File: config.mk
export PLATFORM = sky130hd
export DESIGN_NAME = ofs_prog_unit
export DESIGN_NICKNAME = d
export VERILOG_FILES = /design/src/rtl/ofs_pkg.sv /design/src/rtl/ofs_mode_latch.sv /design/src/rtl/ofs_toggle_ptr.sv /design/src/rtl/ofs_bit_cursor.sv /design/src/rtl/ofs_prog_unit.sv
export SDC_FILE = /design/constraint.sdc
export NUM_CORES = 1
export LEC_CHECK = 0
export CAP_MARGIN = 10
export CORE_MARGIN = 2
export CORE_UTILIZATION = 50
export DETAILED_ROUTE_END_ITERATION = 6
export DONT_BUFFER_PORTS = 1
export GPL_TIMING_DRIVEN = 0
export PLACE_DENSITY = 0.68
export SYNTH_ARGS = -nofsm -noshare
export SYNTH_HDL_FRONTEND = slang
export SYNTH_SLANG_ARGS = --single-unit
File: constraint.sdc
create_clock -name clk -period 2.7 [get_ports clk]
set_input_delay 0.54 -clock clk [delete_from_list [all_inputs] [get_ports clk]]
set_output_delay 0.54 -clock clk [all_outputs]
set_load 0.03 [all_outputs]
File: src/rtl/ofs_pkg.sv
package ofs_pkg;
  typedef enum logic {LOAD_PAR = 1'b0, LOAD_SER = 1'b1} load_mode_e;

  localparam int unsigned DEF_PAR_VAL = 127;
  localparam int unsigned DEF_SER_VAL = 1023;
  localparam int unsigned NUM_OFS = 2;
endpackage

File: src/rtl/ofs_mode_latch.sv
module ofs_mode_latch
  import ofs_pkg::*;
(
  input  logic       clk,
  input  logic       mrst,
  input  logic       sel_level,
  output load_mode_e mode
);
  always_ff @(posedge clk) begin
    if (mrst) mode <= sel_level ? LOAD_SER : LOAD_PAR;
  end
endmodule

File: src/rtl/ofs_toggle_ptr.sv
module ofs_toggle_ptr (
  input  logic clk,
  input  logic clr,
  input  logic adv,
  output logic ptr
);
  always_ff @(posedge clk) begin
    if (clr)      ptr <= 1'b0;
    else if (adv) ptr <= ~ptr;
  end
endmodule

File: src/rtl/ofs_bit_cursor.sv
module ofs_bit_cursor #(
  parameter int unsigned W = 13
) (
  input  logic                 clk,
  input  logic                 clr,
  input  logic                 adv,
  output logic                 half,
  output logic [$clog2(W)-1:0] bit_idx
);
  localparam int unsigned N  = 2 * W;
  localparam int unsigned PW = $clog2(N);
  localparam int unsigned BW = $clog2(W);

  logic [PW-1:0] pos;
  logic [PW-1:0] rel;

  always_ff @(posedge clk) begin
    if (clr)      pos <= '0;
    else if (adv) pos <= (pos == PW'(N - 1)) ? '0 : pos + 1'b1;
  end

  always_comb begin
    half    = (pos >= PW'(W));
    rel     = half ? (pos - PW'(W)) : pos;
    bit_idx = rel[BW-1:0];
  end
endmodule

File: src/rtl/ofs_prog_unit.sv
module ofs_prog_unit
  import ofs_pkg::*;
#(
  parameter int unsigned W  = 13,
  parameter int unsigned DW = 18
) (
  input  logic          clk,
  input  logic          mrst,
  input  logic          prst,
  input  logic          ofs_sel_n,
  input  logic          ser_en_n,
  input  logic          ser_din,
  input  logic          wr_en_n,
  input  logic          rd_en_n,
  input  logic [DW-1:0] din,
  output logic [DW-1:0] dout,
  output logic [W-1:0]  empty_ofs,
  output logic [W-1:0]  full_ofs
);
  localparam int unsigned BW = $clog2(W);
  localparam logic [W-1:0] DEF_PAR = W'(DEF_PAR_VAL);
  localparam logic [W-1:0] DEF_SER = W'(DEF_SER_VAL);

  load_mode_e       mode;
  logic             wptr, rptr, clr_seq;
  logic             access, par_wr, ser_wr, rd_hit;
  logic             ser_half;
  logic [BW-1:0]    ser_bit;
  logic [W-1:0]     ofs_q [NUM_OFS];

  assign clr_seq = mrst | prst;
  assign access  = ~ofs_sel_n & ~clr_seq;
  assign par_wr  = access & ~wr_en_n  & (mode == LOAD_PAR);
  assign ser_wr  = access & ~ser_en_n & (mode == LOAD_SER);
  assign rd_hit  = access & ~rd_en_n;

  ofs_mode_latch u_mode (
    .clk(clk), .mrst(mrst), .sel_level(ofs_sel_n), .mode(mode)
  );

  ofs_toggle_ptr u_wptr (
    .clk(clk), .clr(clr_seq), .adv(par_wr), .ptr(wptr)
  );

  ofs_toggle_ptr u_rptr (
    .clk(clk), .clr(clr_seq), .adv(rd_hit), .ptr(rptr)
  );

  ofs_bit_cursor #(.W(W)) u_cursor (
    .clk(clk), .clr(clr_seq), .adv(ser_wr), .half(ser_half), .bit_idx(ser_bit)
  );

  for (genvar r = 0; r < NUM_OFS; r++) begin : g_ofs
    always_ff @(posedge clk) begin
      if (mrst)
        ofs_q[r] <= ofs_sel_n ? DEF_SER : DEF_PAR;
      else if (par_wr && (wptr == 1'(r)))
        ofs_q[r] <= din[W-1:0];
      else if (ser_wr && (ser_half == 1'(r)))
        ofs_q[r][ser_bit] <= ser_din;
    end
  end

  always_ff @(posedge clk) begin
    if (clr_seq)     dout <= '0;
    else if (rd_hit) dout <= DW'(ofs_q[rptr]);
  end

  assign empty_ofs = ofs_q[0];
  assign full_ofs  = ofs_q[1];
endmodule

==> flow_summary.yaml <==
sta:
  timing.final.hold_violations: 0
  finClkSkew_ps: 13.3
  max_freq_ghz: 0.391
  worst_slew_pin_slew_ps: 918
  max-slew-margin-rel_pct: 38.3
  fin_crit_ps: 2560
  post-route-period-util_pct: 94.8
  tns_ps: 0
  drv_slew: 0
  finalSetupViolations: 0
synthesis:
  synth_top_area_share_pct: 31.9
  synthFlopType: "edfxtp_1"
  synth_xor_area_share_pct: 1.38
  seq_area_frac_synth_pct: 47.6
  ys_types: 43
  synth-edff-count: 27
  syn_avg_cell_area_um2: 9.70
  yosysTopAreaCell: "edfxtp_1"
  synthMuxAreaShare_pct: 5.12
  synth.area.top_cells: "edfxtp_1, dfxtp_1, o21ai_0"
  syn-instance-count: 262
  ys_ff_latch: 47
  synth_fa_ha_area_share_pct: 1.48
  synth-compound-area-share_pct: 25.2
  synth-simple-area-share_pct: 12.4
  synth_async_sr_flop_share_pct: 0
  syn-cell-area_um2: 2540
  yosys_warnings: 0
  synth_top_family_by_area: "compound AO/OA/AOI/OAI gates"
power_and_ir_drop:
  cellLeakagePower_nw: 0.778
  max-vdd-ir-drop_v: 0.000214
  powerDensity_nw_per_um2: 498
floorplan:
  die_w_um: 75.3
  io_pins: 70
  die_height_um: 75.3
  dieArea_um2: 5670
  row_count: 25
  core_area_um2: 4820
  initial_core_util_pct: 52.8
worst_setup_path:
  start_kind: "flop"
  critical_path_depth: 8
  reg2reg_to: "ofs_q[1][5]$_SDFFCE_PN1P_"
  cp.arrival_ps: 2630
  path_cells: "buf_2 -> inv_1 -> ha_2 -> nor3b_2 -> a21oi_1 -> or4b_1 -> buf_2 -> o32a_1"
  critPathSlowestCell: "or4b_1"
  crit_family: "simple AND/OR/NAND/NOR gates"
  worstPathBufferInverterCount: 3
  critPathLaunch: "u_cursor.pos[0]$_SDFFE_PP0N_"
  r2r_cells: 8
  critPathKind: "flop to flop"
  r2r-start: "u_cursor.pos[0]$_SDFFE_PP0N_"
  cp.required_ps: 2770
  r2r_slack_ps: 140
  cpPeakStageDelay_ps: 470
  crit_top_cell: "buf_2"
  cp_max_fo: 10
  cp-end-kind: "flop"
  crit_path_end: "ofs_q[1][5]$_SDFFCE_PN1P_"
clock_network:
  htreeDepth: 2
  root_buffer: "clkbuf_8"
  numCtsBuffers: 5
  path_clk_slew_ps: 100
  clock-sinks: 47
  clk_latency_ps: 320
  postCtsSetupBuffers: 0
  cts_tree: "built"
  clockBufferDepth: 2
grt:
  grt_pass1_wl_mm: 9.56
  grt_pass1_vias: 1900
  grtUsageTotal_pct: 22.7
  grt_max_degree: 16
  antenna_found_initial: 0
  grt_overflow_total: 0
place:
  portBuffers: 0
  gp_congestion: 0.929
  numPlacedInstances: 333
  post-dp-hpwl_mm: 4.66
  placed_area_um2: 2640
run:
  maxCapViolCount: 0
layout:
  drive_above_1_share_pct: 8.42
  fin_cells: 340
  nFillCells: 459
  area_delta_synth_final_pct: 8.66
  final_nets: 301
  antennaDiodeCount: 0
  fin_area_um2: 2760
drt:
  num_vias: 2138
  drt_wl_total_mm: 6.29
  vias_per_cell: 6.29
  remaining_drc_errors: 0
  drtAntennaViolNets: 0
  drt_iter0_markers: 226
  first_pass_iters: 7
  wl_per_cell_um: 18.5
outcome:
  status: "finished clean"
min_path:
  hp-class: "primary input to flop"
## Yosys cell counts (2+ instances only)
cell type and instances:
a211oi_1 13, a21oi_1 10, a31oi_1 3, a32oi_1 2
buf_1 2, buf_4 5, clkbuf_1 22, dfxtp_1 20
edfxtp_1 27, ha_1 3, inv_1 7, mux2i_1 13
nand2_1 9, nand2b_1 2, nand3_1 4, nor2_1 23
nor3_1 7, nor3b_1 2, o21ai_0 32, o22ai_1 2
o31ai_1 9, o32a_1 15, o41ai_1 2, or2_2 2
or3_1 5, xnor2_1 4
## worst reg2reg max path, delay by kind of cell, from the launching register on
kind,cells,cell delay [ps]
flops,1,360
buf+inv,3,520
simple gates,2,760
compound gates,2,420
fa+ha+maj,1,260
## per-stage QoR
stage          util, %  hold WS, ps  total power [W]  setup slack [ps]
5_1_grt           57.4          315          0.00142             -9.48
4_1_cts           56.9          316          0.00138              62.5
3_5_place_dp      54.8          574         0.000923              -287
3_3_place_gp      54.8          560         0.000922              -251
2_1_floorplan        -          534         0.000901              29.5
6_report          57.4          326          0.00138               142
## registers in the layout, summed over array words and instances (netlist names)
signal	count
u_mode.mode	1
u_cursor.pos	5
dout	13
ofs_q	26
u_rptr.ptr	1
u_wptr.ptr	1
## power by group
part,internal [W],switching [W]
Clock,0.000210,0.000258
Sequential,0.000774,0.0000394
Combinational,0.0000322,0.0000624
Total,0.00102,0.000360
## placed cells by master, fill, tap and decap left out, types with 3 or more instances in the layout
cell type  synthesis  routed
nand3_1            4       4
inv_1              7       7
edfxtp_1          27      27
conb_1             1       5
nand2_1            9       9
clkbuf_8           0       6
a211oi_1          13      13
o21ai_0           32      30
or3_1              5       5
xnor2_1            4       4
nor2_1            23      23
a21oi_1           10      10
o31ai_1            9       9
mux2i_1           13      13
nor3_1             7       7
dfxtp_1           20      20
a31oi_1            3       3
buf_4              5       5
o32a_1            15      15
clkbuf_1          22      20
## repair_timing
item / CTS / global route
resized for setup: 3 / 6
hold endpoints to repair: 0 / 0
pin swaps: 0 / 1
cloned: 0 / 0
endpoints found under the setup margin: 16 / 11
hold buffers: 0 / 0
## cells by family after synthesis
kind of cell	count (synthesis)
mux	13
other cells	1
compound gates	94
fa+ha+maj	3
flops	47
buf+inv	38
xor+xnor	4
simple gates	62
## per-layer routing
metal	up-vias	part of all wire [%]	track usage [%]
li1	1006	-	-
met1	1013	42	31.4
met2	101	47	34.1
met3	18	9.0	5.03
met4	0	2.7	10.5
met5	-	0	0
## worst min path at each step
| stage | startpoint | end | slack, ps | cells after the start |
|---|---|---|---|---|
| 3_5_place_dp | u_wptr.ptr$_SDFFE_PP0N_ | u_wptr.ptr$_SDFFE_PP0N_ | 570 | 2 |
| 6_report | ofs_sel_n | u_mode.mode$_DFFE_PP_ | 330 | 0 |
| 2_1_floorplan | u_wptr.ptr$_SDFFE_PP0N_ | u_wptr.ptr$_SDFFE_PP0N_ | 530 | 2 |
| 5_1_grt | ofs_sel_n | u_mode.mode$_DFFE_PP_ | 310 | 0 |
| 4_1_cts | ofs_sel_n | u_mode.mode$_DFFE_PP_ | 320 | 0 |
| 3_3_place_gp | u_wptr.ptr$_SDFFE_PP0N_ | u_wptr.ptr$_SDFFE_PP0N_ | 560 | 2 |
## layout make-up
| cell class | instances | area (um^2) | share of cell area [%] |
|---|---|---|---|
| Sequential cell | 47 | 1210 | 43.8 |
| Inverter | 7 | 26.3 | 0.951 |
| Clock buffer | 6 | 82.6 | 2.99 |
| Clock inverter | 2 | 15.0 | 0.543 |
| Buffer | 30 | 141 | 5.12 |
| Multi-Input combinational cell | 181 | 1200 | 43.5 |
| Tap cell | 67 | 83.8 | 3.03 |
No activity file was read; power rests on OpenSTA's default activity.
